## src/rtl/rn_pkg.sv

```systemverilog
package rn_pkg;

    localparam int ARCH_REGS = 32;
    localparam int PHYS_REGS = 64;
    localparam int CLS_W     = 3;
    localparam int RN_CLASSES = 3;   // renamed classes with map and free list

    typedef enum logic [CLS_W-1:0] {
        CLS_INT  = 3'd0,
        CLS_FP   = 3'd1,
        CLS_CC   = 3'd2,
        CLS_MISC = 3'd3
    } rclass_e;

    function automatic logic cls_known(input logic [CLS_W-1:0] c);
        return c <= CLS_MISC;
    endfunction

    function automatic logic cls_renamed(input logic [CLS_W-1:0] c);
        return c < CLS_MISC;
    endfunction

    function automatic logic is_zero_reg(input logic [CLS_W-1:0] c, input int unsigned idx);
        return (c == CLS_INT) && (idx == 0);
    endfunction

endpackage

```

## src/rtl/rn_free_list.sv

```systemverilog
module rn_free_list #(
    parameter int DEPTH     = 64,
    parameter int TW        = 6,
    parameter int INIT_BASE = 32,
    parameter int INIT_CNT  = 32
) (
    input  logic          clk,
    input  logic          rst,
    input  logic          pop,
    input  logic          push,
    input  logic [TW-1:0] push_tag,
    output logic [TW-1:0] head_tag,
    output logic          empty,
    output logic [$clog2(DEPTH+1)-1:0] cnt
);
    localparam int PW = $clog2(DEPTH);
    localparam int CW = $clog2(DEPTH+1);

    logic [TW-1:0] slots [DEPTH];
    logic [PW-1:0] rd_ptr, wr_ptr;
    logic          full, do_pop, do_push;

    assign empty    = (cnt == '0);
    assign full     = (cnt == CW'(DEPTH));
    assign head_tag = slots[rd_ptr];
    assign do_pop   = pop && !empty;
    assign do_push  = push && (!full || do_pop);

    function automatic logic [PW-1:0] bump(input logic [PW-1:0] p);
        return (p == PW'(DEPTH-1)) ? '0 : p + 1'b1;
    endfunction

    always_ff @(posedge clk) begin
        if (rst) begin
            for (int k = 0; k < DEPTH; k++)
                slots[k] <= (k < INIT_CNT) ? TW'(INIT_BASE + k) : '0;
            rd_ptr <= '0;
            wr_ptr <= PW'(INIT_CNT % DEPTH);
            cnt    <= CW'(INIT_CNT);
        end else begin
            if (do_push) begin
                slots[wr_ptr] <= push_tag;
                wr_ptr        <= bump(wr_ptr);
            end
            if (do_pop)
                rd_ptr <= bump(rd_ptr);
            if (do_push && !do_pop)
                cnt <= cnt + 1'b1;
            else if (do_pop && !do_push)
                cnt <= cnt - 1'b1;
        end
    end

endmodule

```

## src/rtl/rn_map_bank.sv

```systemverilog
module rn_map_bank #(
    parameter int N_ARCH = 32,
    parameter int TW     = 6
) (
    input  logic                      clk,
    input  logic                      rst,
    input  logic [$clog2(N_ARCH)-1:0] rd_a_idx,
    output logic [TW-1:0]             rd_a_tag,
    input  logic [$clog2(N_ARCH)-1:0] rd_b_idx,
    output logic [TW-1:0]             rd_b_tag,
    input  logic                      ren_we,
    input  logic [$clog2(N_ARCH)-1:0] ren_idx,
    input  logic [TW-1:0]             ren_tag,
    input  logic                      set_we,
    input  logic [$clog2(N_ARCH)-1:0] set_idx,
    input  logic [TW-1:0]             set_tag
);
    logic [TW-1:0] entries [N_ARCH];
    logic          ren_blocked;

    assign rd_a_tag    = entries[rd_a_idx];
    assign rd_b_tag    = entries[rd_b_idx];
    // a direct set to the same entry wins over the rename write
    assign ren_blocked = set_we && (set_idx == ren_idx);

    always_ff @(posedge clk) begin
        if (rst) begin
            for (int i = 0; i < N_ARCH; i++)
                entries[i] <= TW'(i);
        end else begin
            if (ren_we && !ren_blocked)
                entries[ren_idx] <= ren_tag;
            if (set_we)
                entries[set_idx] <= set_tag;
        end
    end

endmodule

```

## src/rtl/rn_rename_map.sv

```systemverilog
module rn_rename_map
    import rn_pkg::*;
#(
    parameter int N_ARCH = rn_pkg::ARCH_REGS,
    parameter int N_PHYS = rn_pkg::PHYS_REGS
) (
    input  logic                      clk,
    input  logic                      rst,
    input  logic                      ren_valid,
    output logic                      ren_ready,
    input  logic [2:0]                ren_cls,
    input  logic [$clog2(N_ARCH)-1:0] ren_idx,
    output logic [$clog2(N_PHYS)-1:0] ren_new_tag,
    output logic [$clog2(N_PHYS)-1:0] ren_prev_tag,
    output logic                      ren_err,
    input  logic [2:0]                lk_cls,
    input  logic [$clog2(N_ARCH)-1:0] lk_idx,
    output logic [$clog2(N_PHYS)-1:0] lk_tag,
    output logic                      lk_err,
    input  logic                      set_valid,
    input  logic [2:0]                set_cls,
    input  logic [$clog2(N_ARCH)-1:0] set_idx,
    input  logic [$clog2(N_PHYS)-1:0] set_tag,
    output logic                      set_err,
    input  logic                      fr_valid,
    input  logic [2:0]                fr_cls,
    input  logic [$clog2(N_PHYS)-1:0] fr_tag
);
    localparam int IW = $clog2(N_ARCH);
    localparam int TW = $clog2(N_PHYS);
    localparam int CW = $clog2(N_PHYS+1);
    localparam int NR = RN_CLASSES;
    localparam logic [TW-1:0] ZERO_TAG = '0;

    logic [TW-1:0]    head   [NR];
    logic [TW-1:0]    cur_rn [NR];
    logic [TW-1:0]    cur_lk [NR];
    logic [NR-1:0]    fl_empty;
    logic [NR*CW-1:0] fl_cnt_flat;

    logic ren_zero, set_zero, ren_fire;

    assign ren_zero = is_zero_reg(ren_cls, 32'(ren_idx));
    assign set_zero = is_zero_reg(set_cls, 32'(set_idx));
    assign ren_fire = ren_valid && ren_ready && cls_renamed(ren_cls) && !ren_zero;

    for (genvar c = 0; c < NR; c++) begin : g_cls
        logic          hit_ren, hit_set, hit_free;
        logic [CW-1:0] cnt_c;

        assign hit_ren  = ren_fire && (ren_cls == 3'(c));
        assign hit_set  = set_valid && (set_cls == 3'(c)) && !set_zero;
        assign hit_free = fr_valid && (fr_cls == 3'(c));
        assign fl_cnt_flat[c*CW +: CW] = cnt_c;

        rn_free_list #(
            .DEPTH(N_PHYS), .TW(TW),
            .INIT_BASE(N_ARCH), .INIT_CNT(N_PHYS - N_ARCH)
        ) u_fl (
            .clk(clk), .rst(rst),
            .pop(hit_ren), .push(hit_free), .push_tag(fr_tag),
            .head_tag(head[c]), .empty(fl_empty[c]), .cnt(cnt_c)
        );

        rn_map_bank #(.N_ARCH(N_ARCH), .TW(TW)) u_map (
            .clk(clk), .rst(rst),
            .rd_a_idx(ren_idx), .rd_a_tag(cur_rn[c]),
            .rd_b_idx(lk_idx),  .rd_b_tag(cur_lk[c]),
            .ren_we(hit_ren), .ren_idx(ren_idx), .ren_tag(head[c]),
            .set_we(hit_set), .set_idx(set_idx), .set_tag(set_tag)
        );
    end

    // rename response and handshake
    always_comb begin
        ren_ready    = 1'b1;
        ren_new_tag  = '0;
        ren_prev_tag = '0;
        ren_err      = ren_valid && !cls_known(ren_cls);
        if (ren_zero) begin
            ren_new_tag  = ZERO_TAG;
            ren_prev_tag = ZERO_TAG;
        end else if (cls_renamed(ren_cls)) begin
            ren_ready    = !fl_empty[ren_cls[1:0]];
            ren_new_tag  = head[ren_cls[1:0]];
            ren_prev_tag = cur_rn[ren_cls[1:0]];
        end else if (ren_cls == CLS_MISC) begin
            ren_new_tag  = TW'(ren_idx);
            ren_prev_tag = TW'(ren_idx);
        end
    end

    // lookup
    always_comb begin
        lk_tag = '0;
        lk_err = !cls_known(lk_cls);
        if (cls_renamed(lk_cls))
            lk_tag = cur_lk[lk_cls[1:0]];
        else if (lk_cls == CLS_MISC)
            lk_tag = TW'(lk_idx);
    end

    // set-entry legality
    always_comb begin
        set_err = 1'b0;
        if (set_valid) begin
            if (!cls_known(set_cls))
                set_err = 1'b1;
            else if (set_cls == CLS_MISC)
                set_err = (set_tag != TW'(set_idx));
            else if (set_zero)
                set_err = (set_tag != ZERO_TAG);
        end
    end

endmodule

```

## config.mk

```make
export PLATFORM = sky130hd
export DESIGN_NAME = rn_rename_map
export DESIGN_NICKNAME = d
export VERILOG_FILES = /design/src/rtl/rn_pkg.sv /design/src/rtl/rn_free_list.sv /design/src/rtl/rn_map_bank.sv /design/src/rtl/rn_rename_map.sv
export SDC_FILE = /design/constraint.sdc
export NUM_CORES = 2
export LEC_CHECK = 0
export ABC_AREA = 1
export BUFFER_PORTS_ARGS = -buffer_cell sky130_fd_sc_hd__buf_4
export CORE_MARGIN = 4
export CORE_UTILIZATION = 29
export DETAILED_ROUTE_END_ITERATION = 8
export SKIP_CTS_REPAIR_TIMING = 1
export SYNTH_ARGS = -nofsm -noshare
export SYNTH_HDL_FRONTEND = slang
export SYNTH_SLANG_ARGS = --single-unit
```

## constraint.sdc

```tcl
create_clock -name clk -period 3.11 [get_ports clk]
set_input_delay 0.1555 -clock clk [delete_from_list [all_inputs] [get_ports clk]]
set_output_delay 0.1555 -clock clk [all_outputs]
set_load 0.01 [all_outputs]
```

==> impl_metrics.env <==
export IMPL_yosysWarningCount=0
export IMPL_drt_initial_drc_count=10600
export IMPL_clock_latency_ps=910
export IMPL_crit_type="reg2out"
export IMPL_place_area_um2=101800
export IMPL_port_buffers=65
export IMPL_cp_start_kind="register"
export IMPL_syn_avg_cell_area_um2=9.045
export IMPL_dr_pass1_iters=7
export IMPL_path_max_fanout=2
export IMPL_place_congestion=0.9833
export IMPL_grt_ovfl_total=0
export IMPL_clock_skew_ps=121.1
export IMPL_min_period_over_period=1.167
export IMPL_cts_buffers=197
export IMPL_io_pins=66
export IMPL_grt_total_usage=0.1939
export IMPL_rsz0062_at_grt="yes"
export IMPL_setup_viol_count_final=10
export IMPL_synth_compound_area_share=0.1194
export IMPL_cp_arrival_ps=3470
export IMPL_grt_pass1_vias=75380
export IMPL_synth_edf_count=1728
export IMPL_die_w_um=567.2
export IMPL_max_freq_ghz=0.2756
export IMPL_die_area_um2=321700
export IMPL_power_total_mw=55.47
export IMPL_clockBufferDepth=4
export IMPL_required_ps=2950
export IMPL_synth_async_reset_ratio=0
export IMPL_cts_root_buf="clkbuf_16"
export IMPL_drc=0
export IMPL_syn2layout_area_growth_pct=21.23
export IMPL_setup_ws_ps=-518.8
export IMPL_cts_tree="done"
export IMPL_coreArea_um2=311600
export IMPL_pre_cts_slack_ps=-426.5
export IMPL_synth_top_area_share=0.5722
export IMPL_power_leakage_nw=40.30
export IMPL_hold_ws_ps=38.74
export IMPL_fin_area_um2=109900
export IMPL_ys_flop_type="edfxtp_1"
export IMPL_grt_pass1_wl_um=480000
export IMPL_start_util=0.2910
export IMPL_pwr_density_cell_nw_per_um2=504.5
export IMPL_cts_htree_levels=4
export IMPL_clk_pin_slew_ps=60
export IMPL_cap_violations=0
export IMPL_synthAdderAreaFrac=0.004387
export IMPL_ys_seq_area_frac=0.5887
export IMPL_violations="setup timing"
export IMPL_ant_nets=0
export IMPL_ys_top_cells_by_area="edfxtp_1 57%, nand2_1 9.9%, nor2_1 6.4%"
export IMPL_synthXorXnorAreaFrac=0.002028
export IMPL_vdd_ir_drop_max_mv=0.5159
export IMPL_slew_headroom=0.3706
export IMPL_status="finished with violations"
export IMPL_drive_above_1_share=0.1427
export IMPL_netlist_instances=10030
export IMPL_yosys_cell_types_count=41
export IMPL_syn_area_um2=90690
export IMPL_synth_simple_area_share=0.2335
export IMPL_hold_viol_final=0
export IMPL_synth_seq_cells=1803
export IMPL_grt_start_max_net_pins=101
export IMPL_worstHoldPathType="in2reg"
export IMPL_rows=205
export IMPL_synth_top_area_cell="edfxtp_1"
export IMPL_fin_nets=10580
export IMPL_drv_slew=0
export IMPL_routed_wl_um=331600
export IMPL_cts_sink_count=1803
export IMPL_tightest_slew_ps=940.6
export IMPL_place_hpwl_um=217000
export IMPL_fin_crit_ps=3629
export IMPL_crit_path_end_kind="output pin"
export IMPL_wl_per_cell_um=22.39
export IMPL_vias=79210
export IMPL_antenna_found_initial=8
export IMPL_synthMuxAreaShare=0
export IMPL_vias_per_cell=5.349
export IMPL_final_core_util=0.3528
export IMPL_synth_top_family_by_area="simple AND/OR/NAND/NOR gates"
export IMPL_die_height_um=567.2
-- power by group --
part / internal, mW / switching, mW / total, mW
combinational: 1.33 / 3.30 / 4.63
sequential: 27.1 / 0.249 / 27.3
clock: 13.5 / 10.0 / 23.5
-- sequential cells by signal (all words and copies together), names as in the netlist, named ones only --
name and count:
g_cls.u_map.entries 576, g_cls.u_fl.rd_ptr 18, g_cls.u_fl.cnt 21, g_cls.u_fl.slots 1152
g_cls.u_fl.wr_ptr 18
-- layer usage --
layer,track usage,up-vias,wire (µm)
met4,0.1058,2,19710
met5,0,-,13
met1,0.2489,37870,126200
met2,0.3106,4462,152800
li1,-,36020,-
met3,0.03410,863,32910
-- Yosys cell counts (65+ instances only) --
cell and count:
o22ai_1 419, o221ai_1 71, inv_1 475, clkbuf_1 651
o21ai_0 447, edfxtp_1 1728, a22oi_1 481, dfxtp_1 75
a21oi_1 288, nand3_1 1078, nor2_1 1554, buf_1 65
nand2_1 2400
-- cells by family after synthesis --
group / count (synthesis)
and+or+nand+nor: 5181
xor gates and xnor gates: 21
AOI/OAI and AO/OA: 1746
DFF: 1803
buffers and inverters: 1244
other: 1
adders and majority gates: 30
-- metrics by stage --
step / instances / setup TNS [ps]
final: 14810 / -3041
after detailed placement: 14370 / -71010
after global routing: 14810 / -4459
after global placement: 14370 / -104610
after floorplan: 10030 / 0
after CTS: 14730 / -6929
-- worst max-delay path, stage by stage, from the launching register on --
cell and delay (ps):
edfxtp_1 450, nand2_1 100, o21ai_0 100, o21ai_1 390, nand2_1 110, nor3_1 210
buf_4 150, nand2_1 40, nand2_1 50, nand2_1 160, o21ai_1 410, nand2_1 230
buf_4 200
-- area by class of cell --
cell class                      instances  area, µm²
Fill cell                           31280     201700
Antenna cell                            7      17.52
Sequential cell                      1803      53420
Inverter                              500       2009
Clock inverter                        108       1056
Multi-Input combinational cell       6984      33260
Timing Repair Buffer                 1020       9736
Timing Repair inverter                  2      22.52
Clock buffer                          245       5235
Tap cell                             4140       5180
-- layout by cell type (no fill, tap or decap), drive strengths merged, types with 27 or more instances in the layout --
| master | instances |
|---|---|
| inv | 500 |
| o221ai | 71 |
| ha | 27 |
| or2 | 45 |
| nor3 | 65 |
| clkbuf | 262 |
| nand2 | 2400 |
| nand3 | 1082 |
| nor2 | 1556 |
| a21oi | 288 |
| o22ai | 419 |
| a22oi | 481 |
| clkinv | 84 |
| edfxtp | 1728 |
| o21ai | 447 |
| dfxtp | 75 |
| buf | 989 |
-- worst paths after layout --
| check | from | to | slack [ps] | cells after the start |
|---|---|---|---|---|
| min | fr_cls[1] | g_cls[0].u_fl.wr_ptr[1]$_SDFFE_PP0N_ | 40 | 6 |
| max | g_cls[2].u_map.entries[6][4]$_DFFE_PP_ | ren_prev_tag[4] | -520 | 12 |
| max reg2reg | g_cls[0].u_fl.cnt[0]$_SDFFE_PP0P_ | g_cls[2].u_fl.cnt[6]$_SDFFE_PP0P_ | 70 | 22 |
| min reg2reg | g_cls[0].u_fl.cnt[0]$_SDFFE_PP0P_ | g_cls[0].u_fl.cnt[0]$_SDFFE_PP0P_ | 440 | 1 |
Note: power is estimated with default switching activity, not from simulation.
